[src/rtl/spad_dma_pkg.sv]
// Package: shared constants and register-select encoding for the
// scratchpad ring DMA copier. Assumes 16-byte quadwords and a 32-bit
// register bus.
package spad_dma_pkg;
    localparam int QW_BYTES = 16;
    localparam int QW_SHIFT = $clog2(QW_BYTES);
    localparam int QW_W     = QW_BYTES * 8;
    localparam int REG_W    = 32;

    typedef enum logic [1:0] {
        SEL_CTRL  = 2'd0,
        SEL_MADDR = 2'd1,
        SEL_COUNT = 2'd2,
        SEL_SPAD  = 2'd3
    } reg_sel_e;
endpackage

[src/rtl/spad_dma_regs.sv]
// Register file and transfer sequencer. Holds control, main address,
// quadword count and scratchpad ring index. Advances them on each beat
// and ends the run with a one-cycle done pulse.
// Assumes: beat is only asserted while active is high.
module spad_dma_regs
    import spad_dma_pkg::*;
#(
    parameter int CNT_W = 16,
    parameter int SP_AW = 14
) (
    input  logic             clk,
    input  logic             rst_n,
    input  logic             reg_wr,
    input  logic [1:0]       reg_sel,
    input  logic [REG_W-1:0] reg_wdata,
    output logic [REG_W-1:0] reg_rdata,
    input  logic             beat,
    output logic             busy,
    output logic             active,
    output logic             to_spad,
    output logic [REG_W-1:0] maddr,
    output logic [SP_AW-QW_SHIFT-1:0] sp_idx,
    output logic             done
);
    localparam int SP_IW  = SP_AW - QW_SHIFT;
    localparam int MADR_W = REG_W - 1 - QW_SHIFT;

    logic              run_q;
    logic              dir_q;
    logic [MADR_W-1:0] madr_q;
    logic [CNT_W-1:0]  cnt_q;
    logic [SP_IW-1:0]  sidx_q;
    logic              done_q;
    logic              unused_wbits;

    assign unused_wbits = ^{reg_wdata[REG_W-1], reg_wdata[QW_SHIFT-1:2]};

    // Sequencer plus register writes; writes only land while idle.
    always_ff @(posedge clk) begin
        if (!rst_n) begin
            run_q  <= 1'b0;
            dir_q  <= 1'b0;
            madr_q <= '0;
            cnt_q  <= '0;
            sidx_q <= '0;
            done_q <= 1'b0;
        end else begin
            done_q <= 1'b0;
            if (run_q) begin
                if (cnt_q == '0) begin
                    run_q  <= 1'b0;
                    done_q <= 1'b1;
                end else if (beat) begin
                    cnt_q  <= cnt_q - 1'b1;
                    madr_q <= madr_q + 1'b1;
                    sidx_q <= sidx_q + 1'b1;
                    if (cnt_q == CNT_W'(1)) begin
                        run_q  <= 1'b0;
                        done_q <= 1'b1;
                    end
                end
            end else if (reg_wr) begin
                case (reg_sel_e'(reg_sel))
                    SEL_CTRL: begin
                        run_q <= reg_wdata[0];
                        dir_q <= reg_wdata[1];
                    end
                    SEL_MADDR: madr_q <= reg_wdata[REG_W-2:QW_SHIFT];
                    SEL_COUNT: cnt_q  <= reg_wdata[CNT_W-1:0];
                    SEL_SPAD:  sidx_q <= reg_wdata[SP_AW-1:QW_SHIFT];
                    default:   ;
                endcase
            end
        end
    end

    // Read-back mux for the register bus.
    always_comb begin
        case (reg_sel_e'(reg_sel))
            SEL_CTRL:  reg_rdata = {{(REG_W-2){1'b0}}, dir_q, run_q};
            SEL_MADDR: reg_rdata = {1'b0, madr_q, {QW_SHIFT{1'b0}}};
            SEL_COUNT: reg_rdata = {{(REG_W-CNT_W){1'b0}}, cnt_q};
            default:   reg_rdata = {{(REG_W-SP_AW){1'b0}}, sidx_q, {QW_SHIFT{1'b0}}};
        endcase
    end

    assign busy    = run_q;
    assign active  = run_q && (cnt_q != '0);
    assign to_spad = dir_q;
    assign maddr   = {1'b0, madr_q, {QW_SHIFT{1'b0}}};
    assign sp_idx  = sidx_q;
    assign done    = done_q;

    // each beat consumes exactly one quadword of count
    assert_cnt_step_R4: assert property (@(posedge clk) disable iff (!rst_n)
        (run_q && beat) |=> (cnt_q == $past(cnt_q) - 1'b1));

    // ring index advances by one quadword and wraps at the top
    assert_spad_ring_R5: assert property (@(posedge clk) disable iff (!rst_n)
        (run_q && beat) |=> (sidx_q == SP_IW'($past(sidx_q) + 1'b1)));

    // no beat means both addresses and the count hold
    assert_hold_R10: assert property (@(posedge clk) disable iff (!rst_n)
        (run_q && !beat) |=> ($stable(madr_q) && $stable(sidx_q) && $stable(cnt_q)));

    // completion is a single-cycle pulse
    assert_done_pulse_R8: assert property (@(posedge clk) disable iff (!rst_n)
        done_q |=> !done_q);
endmodule

[src/rtl/spad_dma_route.sv]
// Port router: chooses source and destination memories for the current
// quadword, decodes the vector-memory window on the copy into the
// scratchpad, and forms the beat when source and destination are ready.
// Assumes: all three memories return read data in the cycle they are ready.
module spad_dma_route
    import spad_dma_pkg::*;
#(
    parameter int              MM_AW   = 25,
    parameter int              SP_AW   = 14,
    parameter int              VU_AW   = 12,
    parameter logic [REG_W-1:0] VU_BASE = 32'h1100_0000
) (
    input  logic                       clk,
    input  logic                       rst_n,
    input  logic                       active,
    input  logic                       to_spad,
    input  logic [REG_W-1:0]           maddr,
    input  logic [SP_AW-QW_SHIFT-1:0]  sp_idx,
    output logic                       beat,
    output logic                       mm_en,
    output logic                       mm_wr,
    output logic [MM_AW-1:0]           mm_addr,
    output logic [QW_W-1:0]            mm_wdata,
    input  logic [QW_W-1:0]            mm_rdata,
    input  logic                       mm_ready,
    output logic                       sp_en,
    output logic                       sp_wr,
    output logic [SP_AW-1:0]           sp_addr,
    output logic [QW_W-1:0]            sp_wdata,
    input  logic [QW_W-1:0]            sp_rdata,
    input  logic                       sp_ready,
    output logic                       vu_en,
    output logic [VU_AW-1:0]           vu_addr,
    input  logic [QW_W-1:0]            vu_rdata,
    input  logic                       vu_ready
);
    localparam logic [REG_W-1:0] VU_BYTES = REG_W'(1) << VU_AW;

    logic [REG_W-1:0] win_off;
    logic             in_win;
    logic             src_rdy;
    logic             dst_rdy;

    // Window decode, applied only when the scratchpad is the destination.
    always_comb begin
        win_off = maddr - VU_BASE;
        in_win  = to_spad && (maddr >= VU_BASE) && (win_off < VU_BYTES);
    end

    // Per-direction enables; write strobes wait for valid source data.
    always_comb begin
        if (to_spad) begin
            src_rdy = in_win ? vu_ready : mm_ready;
            dst_rdy = sp_ready;
            mm_en   = active && !in_win;
            vu_en   = active && in_win;
            sp_en   = active && src_rdy;
        end else begin
            src_rdy = sp_ready;
            dst_rdy = mm_ready;
            sp_en   = active;
            mm_en   = active && sp_ready;
            vu_en   = 1'b0;
        end
        beat = active && src_rdy && dst_rdy;
    end

    assign mm_wr    = !to_spad;
    assign sp_wr    = to_spad;
    assign mm_addr  = maddr[MM_AW-1:0];
    assign vu_addr  = win_off[VU_AW-1:0];
    assign sp_addr  = {sp_idx, {QW_SHIFT{1'b0}}};
    assign mm_wdata = sp_rdata;
    assign sp_wdata = in_win ? vu_rdata : mm_rdata;

    // an idle or empty run touches no memory
    assert_idle_quiet_R9: assert property (@(posedge clk) disable iff (!rst_n)
        !active |-> !(mm_en || sp_en || vu_en));

    // a source quadword comes from exactly one memory
    assert_one_src_R7: assert property (@(posedge clk) disable iff (!rst_n)
        to_spad |-> !(mm_en && vu_en));

    // the vector port is never used when leaving the scratchpad
    assert_vu_dir_R7: assert property (@(posedge clk) disable iff (!rst_n)
        !to_spad |-> !vu_en);
endmodule

[src/rtl/spad_dma.sv]
// Top of the scratchpad ring DMA copier: register file and sequencer
// plus port router. Assumes a single clock and synchronous active-low reset.
module spad_dma
    import spad_dma_pkg::*;
#(
    parameter int              MM_AW   = 25,
    parameter int              SP_AW   = 14,
    parameter int              VU_AW   = 12,
    parameter int              CNT_W   = 16,
    parameter logic [31:0]     VU_BASE = 32'h1100_0000
) (
    input  logic              clk,
    input  logic              rst_n,
    input  logic              reg_wr,
    input  logic [1:0]        reg_sel,
    input  logic [31:0]       reg_wdata,
    output logic [31:0]       reg_rdata,
    output logic              mm_en,
    output logic              mm_wr,
    output logic [MM_AW-1:0]  mm_addr,
    output logic [127:0]      mm_wdata,
    input  logic [127:0]      mm_rdata,
    input  logic              mm_ready,
    output logic              sp_en,
    output logic              sp_wr,
    output logic [SP_AW-1:0]  sp_addr,
    output logic [127:0]      sp_wdata,
    input  logic [127:0]      sp_rdata,
    input  logic              sp_ready,
    output logic              vu_en,
    output logic [VU_AW-1:0]  vu_addr,
    input  logic [127:0]      vu_rdata,
    input  logic              vu_ready,
    output logic              done
);
    localparam int SP_IW = SP_AW - QW_SHIFT;

    logic             beat;
    logic             busy;
    logic             active;
    logic             to_spad;
    logic [31:0]      maddr;
    logic [SP_IW-1:0] sp_idx;

    spad_dma_regs #(
        .CNT_W (CNT_W),
        .SP_AW (SP_AW)
    ) u_regs (
        .clk       (clk),
        .rst_n     (rst_n),
        .reg_wr    (reg_wr),
        .reg_sel   (reg_sel),
        .reg_wdata (reg_wdata),
        .reg_rdata (reg_rdata),
        .beat      (beat),
        .busy      (busy),
        .active    (active),
        .to_spad   (to_spad),
        .maddr     (maddr),
        .sp_idx    (sp_idx),
        .done      (done)
    );

    spad_dma_route #(
        .MM_AW   (MM_AW),
        .SP_AW   (SP_AW),
        .VU_AW   (VU_AW),
        .VU_BASE (VU_BASE)
    ) u_route (
        .clk      (clk),
        .rst_n    (rst_n),
        .active   (active),
        .to_spad  (to_spad),
        .maddr    (maddr),
        .sp_idx   (sp_idx),
        .beat     (beat),
        .mm_en    (mm_en),
        .mm_wr    (mm_wr),
        .mm_addr  (mm_addr),
        .mm_wdata (mm_wdata),
        .mm_rdata (mm_rdata),
        .mm_ready (mm_ready),
        .sp_en    (sp_en),
        .sp_wr    (sp_wr),
        .sp_addr  (sp_addr),
        .sp_wdata (sp_wdata),
        .sp_rdata (sp_rdata),
        .sp_ready (sp_ready),
        .vu_en    (vu_en),
        .vu_addr  (vu_addr),
        .vu_rdata (vu_rdata),
        .vu_ready (vu_ready)
    );

    // the pulse only follows the end of a run
    assert_done_idle_R8: assert property (@(posedge clk) disable iff (!rst_n)
        done |-> !busy);
endmodule

[config.mk]
export PLATFORM = sky130hd
export DESIGN_NAME = spad_dma
export DESIGN_NICKNAME = d
export VERILOG_FILES = /design/src/rtl/spad_dma_pkg.sv /design/src/rtl/spad_dma_regs.sv /design/src/rtl/spad_dma_route.sv /design/src/rtl/spad_dma.sv
export SDC_FILE = /design/constraint.sdc
export NUM_CORES = 1
export LEC_CHECK = 0
export BUFFER_PORTS_ARGS = -buffer_cell sky130_fd_sc_hd__buf_2
export CAP_MARGIN = 40
export CORE_AREA = 5 5 297 299
export DETAILED_ROUTE_END_ITERATION = 8
export DIE_AREA = 0 0 302 304
export GPL_TIMING_DRIVEN = 1
export MAX_ROUTING_LAYER = met4
export PLACE_DENSITY = 0.3
export SYNTH_ARGS = -nofsm -noshare
export SYNTH_HDL_FRONTEND = slang
export SYNTH_SLANG_ARGS = --single-unit
[constraint.sdc]
create_clock -name clk -period 2 [get_ports clk]
set_input_delay 0.4 -clock clk [delete_from_list [all_inputs] [get_ports clk]]
set_output_delay 0.4 -clock clk [all_outputs]
set_load 0.05 [all_outputs]
-- Word-level counts from Yosys, hierarchy flattened
Index checks and enable logic that the tools add are counted.
- register bits: 56
- latch bits: 0
- RAM bits: 0
- ROM bits: 0
- memories: 0
- $add $sub $neg: 4
- $mul: 0
- div/mod/pow operators: 0
- order comparisons: 2
- equality and inequality tests: 6
- shifts and indexed selects: 0
- multiplexer cells: 32
- bitwise logic cells: 1
- reduce and logical (&&, ||, !) cells: 23
- operators with widths (kind ; number):
    2-to-1 mux 27 bit ; 5
    2-to-1 mux 128 bit ; 1
    case mux 31 bit (3 select lines) ; 1
    2-to-1 mux 16 bit ; 5
    2-to-1 mux 10 bit ; 5
    less-than comparator 32 x 13 -> 1 bit, second input constant ; 1
    subtractor 31 x 29 -> 32 bit, second input constant ; 1
    >= comparator 31 x 29 -> 1 bit, second input constant ; 1
    adder 27 x 1 -> 27 bit, second input constant ; 1
    equality test 16 x 1 -> 1 bit, second input constant ; 1
    logical NOT 16 bit ; 1
    nonzero test 16 bit ; 1
    subtractor 16 x 1 -> 16 bit, second input constant ; 1
    2-to-1 mux 1 bit ; 15
    AND reduction 4 bit ; 3
    adder 10 x 1 -> 10 bit, second input constant ; 1
    logical AND 1 bit ; 9
    nonzero test 2 bit ; 4
    equality test 2 bit, second input constant ; 2
    inequality test 2 bit, second input constant ; 2
    AND reduction 3 bit ; 1
    equality test 2 x 1 -> 1 bit, second input constant ; 1
    logical NOT 1 bit ; 2
    logical NOT 2 bit ; 1
    other kinds (2) ; 2

-- Logic depth before layout (Yosys ltp)
Gate-level depths: netlist (run 1).
- depth after elaboration: 10
- gate-level depth with buffers: 10
- mapped depth without buffers: 8

-- Modules after synthesis
Synthesis (run 1) repeated with hierarchy kept, for this count alone.
- cells, all modules: 862
- area, all modules: 7527.2 um2
- modules (own cells, without submodules) (module ; times used ; cells each ; area each (um2) ; seq. area each (um2)):
    spad_dma_regs ; 1 ; 519 ; 3962.6 ; 1121.1
    spad_dma_route ; 1 ; 343 ; 3564.7 ; 0.0

-- Least setup slack after synthesis (run 1)
Ideal clock, no wire load.
- path type: register to output
- from: register u_regs.run_q (netlist: u_regs.busy)
- to: output port mm_en
- arrival time: 2.488 ns
- path slack: -0.888 ns
- cell stages (with the launch flop): 7
- buffers on the path: 4
- cell sequence: dfxtp_1 clkbuf_1 clkbuf_1 clkbuf_1 buf_2 nand2_1 nor3_1
- word-level cells in the longest chain between the ends: 3
- RTL lines (item ; RTL line ; text):
    start: declaration ; spad_dma_regs.sv:28 ; logic run_q;
    start signal: assignment ; spad_dma_regs.sv:65 ; run_q <= reg_wdata[0];
    logical AND 1 bit (*) ; spad_dma_regs.sv:88 ; assign active = run_q && (cnt_q != '0);
    logical AND 1 bit (on tied branches) ; spad_dma_route.sv:62, spad_dma_route.sv:55 ;
    2-to-1 mux 1 bit (*) ; spad_dma_route.sv:52 ; if (to_spad) begin
    end: declaration ; spad_dma.sv:18 ; output logic mm_en,
Every way passes the cells marked *; elsewhere a longest branch is shown, timed or not.

-- Worst setup path in the final report (run 1)
- from: register u_regs.madr_q[26]
- to: output port sp_wdata[43]
- word-level cells in the longest chain between the ends: 4
- RTL lines (item ; RTL line ; text):
    start: declaration ; spad_dma_regs.sv:30 ; logic [MADR_W-1:0] madr_q;
    start signal: assignment ; spad_dma_regs.sv:55 ; madr_q <= madr_q + 1'b1;
    start signal: assignment ; spad_dma_regs.sv:68 ; SEL_MADDR: madr_q <= reg_wdata[REG_W-2:QW_SHIFT];
    subtractor 31 x 29 -> 32 bit or >= comparator 31 x 29 -> 1 bit (tied branches) ; spad_dma_route.sv:46, spad_dma_route.sv:47 ;
    less-than comparator 32 x 13 -> 1 bit or logical AND 1 bit (tied branches) ; spad_dma_route.sv:47 ; in_win = to_spad && (maddr >= VU_BASE) && (win_off < VU_BYTES);
    logical AND 1 bit (*) ; spad_dma_route.sv:47 ;
    2-to-1 mux 128 bit (*) ; spad_dma_route.sv:74 ; assign sp_wdata = in_win ? vu_rdata : mm_rdata;
    end: declaration ; spad_dma.sv:27 ; output logic [127:0] sp_wdata,
Marked as above.

==> flow_summary.ini, run 1 <==
[critical_path]
reg2reg_from = u_regs.madr_q[26]$_SDFFE_PN0P_
worstPathRequired_ps = 1600
path_class = reg -> out
cp_slowest_stage_delay_ps = 370
cp_cell_sequence = nor4b_4, nand2_2, nor2_4, buf_12, buf_6, mux2_2, buf_4
cp-end-kind = output port
cp.arrival_ps = 2220
cp.buffers_inverters = 3
slowest_stage = dfxtp_2
worstSetupStartpoint = u_regs.madr_q[26]$_SDFFE_PN0P_
critPathMaxFanout = 14
cp_top_family = buffers and inverters
startpoint_type = flip-flop

[timing]
slew_headroom_pct = 63.3
slew_violations = 0
max_freq_ghz = 0.381
rsz0062_at_grt = yes
setup_viol = 183
clock-skew-final_ps = 12.5
setup_ws_ps = -621
holdWs_ps = 362
tightest_slew_ps = 550
tns_ps = -81990
finalHoldViolCount = 0
period_share_pct = 131
post-route-min-period_ps = 2620

[final_layout]
final_core_util_pct = 14.3
final_cell_area_um2 = 12100
area_growth_pct = 69.9
nFillCells = 9776
drive_above_1_share_pct = 66.0
fin_nets = 1743

[power_and_ir_drop]
power.density_nw_per_um2 = 379
leakagePower_uw = 0.00519
p_comb_share_pct = 51.5
total_power_uw = 4590
power_frac_clock_pct = 22.0
switching_share_pct = 45.1
seqPwrFrac_pct = 26.4
p_switching_uw = 2070
power.internal_uw = 2520
ir_drop_mv = 0.330

[clocking]
cts_tree = done
holdBufCountCts = 0
cts.sinks = 56
clk_pin_slew_ps = 90
clkLatencyLatePin_ps = 330
clockBufferDepth = 2
cts_max_level = 2
cts_root_buf = clkbuf_16
numCtsBuffers = 5

[routing]
dr.pass1.iters = 5
drcViolationCount = 0
num_vias = 8585
wl_per_cell_um = 24.0
antenna_left = 0
wirelength_um = 59600
first_iter_violations = 404
routed_via_density = 3.46

[global_routing]
grt_pass1_vias = 8585
grt_pass1_wl_um = 77100
antenna_found_initial = 66
grt_max_degree = 72
grt-ovfl-total = 0
grtUsageTotal_pct = 12.6

[floorplan]
die_y_um = 304
ios = 769
initial_core_util_pct = 8.39
dieArea_um2 = 91800
fp-row-count = 107
fp.coreArea_um2 = 84900
fp.dieW_um = 302

[place]
hpwl_um = 52500
portBuffers = 498
place_congestion = 0.812
dpl_cell_area_um2 = 11400

[run]
maxCapViolCount = 0

[synth]
ys_types = 71
synth_edf_count = 0
ys.flop_type = dfxtp_1
syn_avg_cell_area_um2 = 7.98
synthCells = 893
synth-seq-area-share_pct = 15.7
synthArstFlopShare_pct = 0
ys_ff_latch = 56
synth_warnings = 0
synth_area_um2 = 7130

[run_status]
status = complete, but fails checks
violations = negative setup slack

[min_path]
hp-start = reg_wdata[0]
hold_path_class = in -> reg
-- flip-flops by register name (all words and copies together), names as in the netlist --
signal	count
u_regs.to_spad	1
u_regs.done	1
u_regs.cnt_q	16
u_regs.sp_idx	10
u_regs.madr_q	27
u_regs.busy	1
-- final cells by class --
class	instances	area, um2	area share (%)
diodes	24	60.1	0.496
clock buffers	6	129	1.06
flip-flops and latches	56	1140	9.43
well taps	1144	1430	11.8
clock inverters	2	15.0	0.124
multi-input cells	603	4760	39.3
repair buffers	639	4530	37.4
inverters	9	33.8	0.279
-- final timing paths --
path	end	slack [ps]	depth (start not counted)
setup / recovery	sp_wdata[43]	-620	7
hold reg to reg	u_regs.sp_idx[1]$_SDFFE_PN0P_	520	2
setup reg to reg	u_regs.sp_idx[0]$_SDFFE_PN0P_	-250	8
hold / removal	u_regs.busy$_SDFF_PN0_	360	3
-- logic make-up after synthesis --
logic type | synth area share, %
AOI/OAI and AO/OA | 18.1
xor gates and xnor gates | 0.983
adders and majority gates | 0.878
buffers and inverters | 22.9
DFF | 15.7
muxes | 22.9
other | 0.0526
and+or+nand+nor | 18.4
-- Yosys cell counts, types with 3 or more instances --
cell / instances / area, um2
a21oi_1: 40 / 200
a221oi_1: 3 / 26.3
a22o_1: 12 / 105
a22oi_1: 15 / 113
a2bb2oi_1: 4 / 35.0
a31oi_1: 5 / 31.3
and2_1: 23 / 144
and3_1: 8 / 50.1
and4_1: 5 / 43.8
buf_1: 3 / 11.3
buf_2: 22 / 110
buf_4: 176 / 1320
buf_6: 3 / 33.8
clkbuf_1: 33 / 124
dfxtp_1: 56 / 1120
ha_1: 5 / 62.6
inv_1: 8 / 30.0
mux2_2: 138 / 1550
mux2i_1: 4 / 40.0
nand2_1: 106 / 398
nand3_1: 20 / 100
nand4_1: 15 / 93.8
nor2_1: 36 / 135
nor2b_1: 7 / 43.8
nor3_1: 16 / 80.1
nor4_1: 7 / 43.8
o21a_1: 6 / 45.0
o21ai_0: 9 / 45.0
o221a_1: 6 / 67.6
o22ai_1: 18 / 113
o22ai_2: 3 / 37.5
o31a_1: 3 / 26.3
o31ai_1: 11 / 82.6
o32ai_1: 11 / 96.3
xnor2_1: 5 / 43.8
xor2_1: 3 / 26.3
-- repair_timing --
item / 4_1_cts / 5_1_grt
setup endpoints to repair: 189 / 191
pin swaps: 4 / 5
resized for setup: 125 / 29
cloned: 1 / 0
setup buffers: 2 / 0
-- layer usage --
metal	vias to the layer above	part of all wire (%)	global-route usage, %
met1	4051	34	12.1
met2	477	56	24.3
met5	-	0	-
met4	0	3.4	3.87
li1	3915	-	-
met3	142	6.8	3.19
-- stage by stage --
step                setup WS, ps  std cells
global placement            -557       2448
finish                      -621       2483
CTS                         -732       2459
floorplan                   -294        905
global route                -744       2475
detailed placement          -504       2448
-- power by group through the flow --
stage | clock (uW) | sequential [uW] | combinational, uW
after floorplan | 0 | 1270 | 2000
after global placement | 0 | 1230 | 2290
after detailed placement | 0 | 1230 | 2290
after CTS | 1070 | 1210 | 2380
after global routing | 1110 | 1220 | 2500
final | 1010 | 1210 | 2370
-- worst register-to-register path, cell delays in order (launching register included) --
cell and delay (ps):
dfxtp_2 370, nor4b_4 260, nand2_2 140, nor2_4 170, buf_4 210, mux2_4 410, buf_12 190, and2_4 190
o221a_1 210
-- layout by cell type, fill, tap and decap left out, types with 7 or more instances in the layout --
master,instances
a22o_1,7
nor2_1,35
and2_2,15
and3_1,8
nand3_1,19
buf_12,39
o31ai_1,11
o21ai_0,9
mux2_2,112
diode_2,24
nand2_1,104
mux2_4,27
buf_4,151
o32ai_1,8
o22ai_1,18
buf_6,48
buf_2,397
a21oi_1,34
a21oi_2,7
nand4_1,15
and2_1,7
a22oi_1,14
dfxtp_2,10
nor3_1,14
dfxtp_1,44
conb_1,13
No activity file was read; power rests on OpenSTA's default activity.
==> run 2: changes to the inputs <==
--- a/config.mk
+++ b/config.mk
@@ -7,9 +7,9 @@
 export LEC_CHECK = 0
 export BUFFER_PORTS_ARGS = -buffer_cell sky130_fd_sc_hd__buf_2
 export CAP_MARGIN = 40
-export CORE_AREA = 5 5 297 299
+export CORE_AREA = 5 5 298 300
 export DETAILED_ROUTE_END_ITERATION = 8
-export DIE_AREA = 0 0 302 304
+export DIE_AREA = 0 0 303 305
 export GPL_TIMING_DRIVEN = 1
 export MAX_ROUTING_LAYER = met4
 export PLACE_DENSITY = 0.3
==> constraint.sdc (replaced) <==
create_clock -name clk -period 3.1 [get_ports clk]
set_input_delay 0.62 -clock clk [delete_from_list [all_inputs] [get_ports clk]]
set_output_delay 0.62 -clock clk [all_outputs]
set_load 0.05 [all_outputs]
==> run 2 against run 1 <==
The run now ends clean. Register-to-register slack better by 690 ps. Flip-flop and latch count unchanged. Hold slack better by 160 ps. Combinational power down 43%. First-iteration DRC count grew 40%. Largest power group unchanged.
==> flow_summary.ini, run 2 (synthesis results as in run 1) <==
[floorplan]
fp.coreArea_um2 = 85900
dieArea_um2 = 92400
fp.dieW_um = 303
fp-row-count = 108
initial_core_util_pct = 8.29
die_y_um = 305
ios = 769

[critical_path]
reg2reg_slack_ps = 440
startpoint_type = flip-flop
path_class = reg -> out
r2r_cells = 8
cp.arrival_ps = 2390
endpoint = sp_wdata[21]
cp_cell_sequence = nor4b_4, nand3_2, nor2_4, buf_4, buf_12, bufbuf_16, mux2_2, buf_2
reg2reg_from = u_regs.madr_q[21]$_SDFFE_PN0P_
critPathMaxFanout = 17
worstSetupStartpoint = u_regs.madr_q[21]$_SDFFE_PN0P_
slowest_stage = dfxtp_1
r2r-end = u_regs.madr_q[13]$_SDFFE_PN0P_
worstPathRequired_ps = 2480
cp-end-kind = output port
cp_slowest_stage_delay_ps = 350

[power_and_ir_drop]
ir_drop_mv = 0.177
leakagePower_uw = 0.00448
power.density_nw_per_um2 = 270

[global_routing]
grt_pass1_wl_um = 78100
grt_max_degree = 72
antenna_found_initial = 81
grt_pass1_vias = 8226
grt-ovfl-total = 0
grtUsageTotal_pct = 12.9

[timing]
period_share_pct = 97.0
tightest_slew_ps = 596
clock-skew-final_ps = 8.09
post-route-min-period_ps = 3010
setup_viol = 0
max_freq_ghz = 0.332
slew_violations = 0
holdWs_ps = 520
rsz0062_at_grt = no
tns_ps = 0
slew_headroom_pct = 59.4
finalHoldViolCount = 0

[clocking]
clockBufferDepth = 2
cts.sinks = 56
clkLatencyLatePin_ps = 320
numCtsBuffers = 5
cts_root_buf = clkbuf_16
clk_pin_slew_ps = 90
cts_max_level = 2
cts_tree = done

[final_layout]
area_growth_pct = 49.0
largest_register_ffs = 27
drive_above_1_share_pct = 60.0
multi_input_area_um2 = 4470
layout_common_cells = 487 x buf_2, 138 x mux2_2, 105 x nand2_1, 57 x buf_4, 53 x dfxtp_1
nFillCells = 9989
regMostFlops = u_regs.madr_q
fin_nets = 1668
register_area_um2 = 1120
mostFrequentLayoutCell = buf_2

[run]
maxCapViolCount = 0

[place]
portBuffers = 498
hpwl_um = 53400
place_congestion = 0.877

[run_status]
status = finished clean

[routing]
first_iter_violations = 567
antenna_left = 0
dr.pass1.iters = 7
wl_per_cell_um = 25.5
routed_via_density = 3.47
wirelength_um = 62200
drcViolationCount = 0
num_vias = 8452

[min_path]
hold_path_class = reg -> reg
hold_depth = 2
==> run 2: changes by cell type in the layout (fill, tap and decap cells not counted), sizes merged <==
cell and change:
buf -76, diode +18, bufbuf +1, bufinv +1
clkinv -1
==> run 2: worst min-delay path by stage <==
stage / start / end / slack (ps)
global placement: u_regs.cnt_q[1]$_SDFFE_PN0P_ / u_regs.cnt_q[1]$_SDFFE_PN0P_ / 500
global route: u_regs.cnt_q[1]$_SDFFE_PN0P_ / u_regs.cnt_q[1]$_SDFFE_PN0P_ / 550
finish: u_regs.cnt_q[1]$_SDFFE_PN0P_ / u_regs.cnt_q[1]$_SDFFE_PN0P_ / 520
detailed placement: u_regs.cnt_q[1]$_SDFFE_PN0P_ / u_regs.cnt_q[1]$_SDFFE_PN0P_ / 510
floorplan: u_regs.madr_q[26]$_SDFFE_PN0P_ / u_regs.madr_q[26]$_SDFFE_PN0P_ / 460
CTS: u_regs.cnt_q[1]$_SDFFE_PN0P_ / u_regs.cnt_q[1]$_SDFFE_PN0P_ / 520
==> run 2: cell type report <==
| type | instances | area share (%) |
|---|---|---|
| Antenna cell | 42 | 0.990 |
| Tap cell | 1155 | 13.6 |
| Sequential cell | 56 | 10.6 |
| Multi-Input combinational cell | 603 | 42.1 |
| Clock inverter | 2 | 0.365 |
| Inverter | 9 | 0.318 |
| Clock buffer | 6 | 1.21 |
| Timing Repair Buffer | 564 | 30.8 |
==> run 2: critical path, delay by kind of cell, from the launching register on <==
family | cells | cell delay, ps
buf+inv | 4 | 730
simple gates | 3 | 630
mux | 1 | 350
flops | 1 | 350
==> run 2: layer usage <==
metal | part of all wire, % | track usage (%)
met1 | 38 | 13.6
met2 | 49 | 21.3
met3 | 10 | 5.32
met4 | 3.2 | 5.18
met5 | 0 | -
==> run 2: power by group <==
group	total [uW]	switching (uW)	internal, uW	leakage, uW
Combinational	1340	912	427	0.00395
Sequential	796	46.5	750	0.000457
Clock	736	348	388	0.0000817
==> run 2: timing repair <==
| action | 4_1_cts | 5_1_grt |
|---|---|---|
| setup buffers | 9 | 0 |
| gates resized for setup | 11 | 7 |
| hold buffers | 0 | 0 |
| gates cloned | 2 | 0 |
| pin swaps | 2 | 1 |
| endpoints found under the setup margin | 88 | 53 |
==> run 2: stage by stage <==
step	utilization [%]	std cells	area, um2	setup WS, ps	power, uW
after floorplan	-	905	7180	14.6	2090
after global placement	11.8	2376	10100	191	2160
after detailed placement	11.8	2376	10100	193	2160
after CTS	12.2	2395	10500	0.537	2920
after global routing	12.3	2434	10600	2.01	3010
final	12.4	2437	10600	92.0	2870
==> run 3: changes to the inputs <==
--- a/config.mk
+++ b/config.mk
@@ -7,12 +7,13 @@
 export LEC_CHECK = 0
 export BUFFER_PORTS_ARGS = -buffer_cell sky130_fd_sc_hd__buf_2
 export CAP_MARGIN = 40
-export CORE_AREA = 5 5 298 300
+export CORE_AREA = 5 5 294 296
 export DETAILED_ROUTE_END_ITERATION = 8
-export DIE_AREA = 0 0 303 305
+export DIE_AREA = 0 0 299 301
 export GPL_TIMING_DRIVEN = 1
 export MAX_ROUTING_LAYER = met4
 export PLACE_DENSITY = 0.3
 export SYNTH_ARGS = -nofsm -noshare
 export SYNTH_HDL_FRONTEND = slang
+export SYNTH_HIERARCHICAL = 1
 export SYNTH_SLANG_ARGS = --single-unit
==> run 3 against run 2 <==
The flow now finishes with violations (negative setup slack). Highest routed layer unchanged. Area after synthesis up 5.6%. Total power up 4.6%. Critical endpoint is now sp_wdata[52]. Final cell count down 2.9%.
==> flow_summary.ini, run 3 <==
[critical_path]
worstPathRequired_ps = 2480
startpoint_type = flip-flop
cp-end-kind = output port
cp.arrival_ps = 2500
slowest_stage = dfxtp_2
cp_cell_sequence = nor4_4, buf_4, nand4_4, buf_6, nor2_4, buf_6, buf_12, buf_16, mux2_4, buf_6
path_class = reg -> out
critical_path.most_common_cell = buf_6
cp.buffers_inverters = 6
cp_top_family = buffers and inverters
critPathMaxFanout = 6
cp_slowest_stage_delay_ps = 340

[clocking]
cts_max_level = 2
clk_pin_slew_ps = 90
clockBufferDepth = 2
clkLatencyLatePin_ps = 320
cts.sinks = 56
numCtsBuffers = 5
cts_root_buf = clkbuf_16
cts_tree = done

[routing]
drcViolationCount = 0
antenna_left = 0
num_vias = 8440
dr.pass1.iters = 6
wl_per_cell_um = 28.8
routed_via_density = 3.57
first_iter_violations = 600
wirelength_um = 68200

[place]
hpwl_um = 60800
dpl_cell_area_um2 = 10300
portBuffers = 498
place_congestion = 0.849
dp_cells = 2288

[power_and_ir_drop]
leakagePower_uw = 0.00525
power_frac_clock_pct = 23.9
power.density_nw_per_um2 = 255
p_switching_uw = 1300
ir_drop_mv = 0.198
p_comb_share_pct = 50.0
power.internal_uw = 1700
total_power_uw = 3000
seqPwrFrac_pct = 26.1
switching_share_pct = 43.3

[timing]
tightest_slew_ps = 743
setup_viol = 37
holdWs_ps = 518
slew_violations = 0
max_freq_ghz = 0.320
finalHoldViolCount = 0
slew_headroom_pct = 50.0
rsz0062_at_grt = yes
setup_ws_ps = -20.8
period_share_pct = 101
post-route-min-period_ps = 3120
clock-skew-final_ps = 7.54

[run]
maxCapViolCount = 0

[synth]
synth_top_area_share_pct = 19.9
synth_commonest_cells = 190 x buf_4, 100 x mux2_4, 56 x dfxtp_1
synthTopCellsByArea = mux2_4 20%, buf_4 19%, dfxtp_1 15%, mux2_2 4.3%, a21oi_1 3.6%
yosys.area.top_type = mux2_4
synth-seq-area-share_pct = 14.9
synthCells = 862
synth_area_um2 = 7530
synthArstFlopShare_pct = 0
ys_types = 70
syn_avg_cell_area_um2 = 8.73
ys.flop_type = dfxtp_1
synth_warnings = 6
ys_ff_latch = 56
yosysMostFrequentCell = buf_4
synth_edf_count = 0

[final_layout]
final_core_util_pct = 14.2
mostFrequentLayoutCell = buf_2
area_growth_pct = 56.8
layout_common_cells = 387 x buf_2, 116 x mux2_4, 86 x buf_6, 83 x buf_4, 54 x a21oi_1
regMostFlops = u_regs/madr_q
drive_above_1_share_pct = 62.7
largest_register_ffs = 27
final_cell_area_um2 = 11800
instances_no_fill = 2366
fin_nets = 1659

[global_routing]
grtUsageTotal_pct = 14.6
grt_pass1_vias = 8449
grt_max_degree = 65
grt_pass1_wl_um = 85600
antenna_found_initial = 103
grt-ovfl-total = 0

[floorplan]
dieArea_um2 = 90000
ios = 769
die_y_um = 301
initial_core_util_pct = 9.04
fp.coreArea_um2 = 83300
fp.dieW_um = 299
fp-row-count = 106

[run_status]
violations = negative setup slack
status = complete, but fails checks

[min_path]
hold_path_class = reg -> reg
## run 3: layout make-up
cell class / instances / area [um2]
Inverter: 15 / 56.3
Multi-Input combinational cell: 556 / 4650
Clock buffer: 6 / 129
Clock inverter: 2 / 35.0
Sequential cell: 56 / 1130
Antenna cell: 54 / 135
Timing Repair Buffer: 597 / 4320
Tap cell: 1080 / 1350
Fill cell: 9607 / 71500
## run 3: kinds of logic after synthesis
kind of cell | after synthesis | synth area share [%]
compound gates | 185 | 17.4
flops | 56 | 14.9
other cells | 2 | 0.0998
simple gates | 215 | 15.4
buf+inv | 258 | 25.4
fa+ha+maj | 4 | 0.665
mux | 142 | 26.2
## run 3: power by group through the flow
| stage | logic, uW | clock network (uW) | registers, uW |
|---|---|---|---|
| after detailed placement | 1390 | 0 | 799 |
| final | 1500 | 717 | 784 |
| after global routing | 1590 | 767 | 790 |
| after global placement | 1380 | 0 | 799 |
| after floorplan | 1300 | 0 | 794 |
| after CTS | 1510 | 738 | 785 |
## run 3: per-stage QoR
step                      setup slack (ps)  TNS [ps]
final                                -20.8      -387
after global routing                  -152    -11900
after CTS                             -115     -2820
after detailed placement              -195     -2970
after global placement                -139     -1730
after floorplan                        273         0
## run 3: tightest hold or removal path, delay by kind of cell, from the launching register on
kind,cells,cell delay (ps)
and+or+nand+nor,1,70
DFF,1,350
AOI/OAI and AO/OA,1,60
## run 3: what timing repair did
action,CTS,global route
endpoints found under the setup margin,162,142
cloned,6,1
endpoints found under the hold margin,0,0
setup buffers,10,0
pin swaps,1,5
hold buffers,0,0
gates resized for setup,240,45
## run 3: routing by layer
metal | global-route usage (%) | vias to the layer above | routed length (um) | part of all wire [%]
met4 | 1.20 | 0 | 742 | 1.1
met5 | - | - | 0 | 0
met1 | 17.4 | 3970 | 28500 | 42
li1 | - | 3737 | - | -
met3 | 12.1 | 67 | 12400 | 18
met2 | 19.5 | 666 | 26600 | 39
## run 3: path summary, 6_finish.rpt
kind	from	endpoint	slack, ps	cells past startpoint
worst max-delay path	u_regs/madr_q[12]$_SDFFE_PN0P_	sp_wdata[52]	-20	10
worst min-delay path	u_regs/cnt_q[15]$_SDFFE_PN0P_	u_regs/cnt_q[15]$_SDFFE_PN0P_	520	2
worst max register to register	u_regs/madr_q[12]$_SDFFE_PN0P_	u_regs/madr_q[19]$_SDFFE_PN0P_	200	13
worst min register to register	u_regs/cnt_q[15]$_SDFFE_PN0P_	u_regs/cnt_q[15]$_SDFFE_PN0P_	520	2
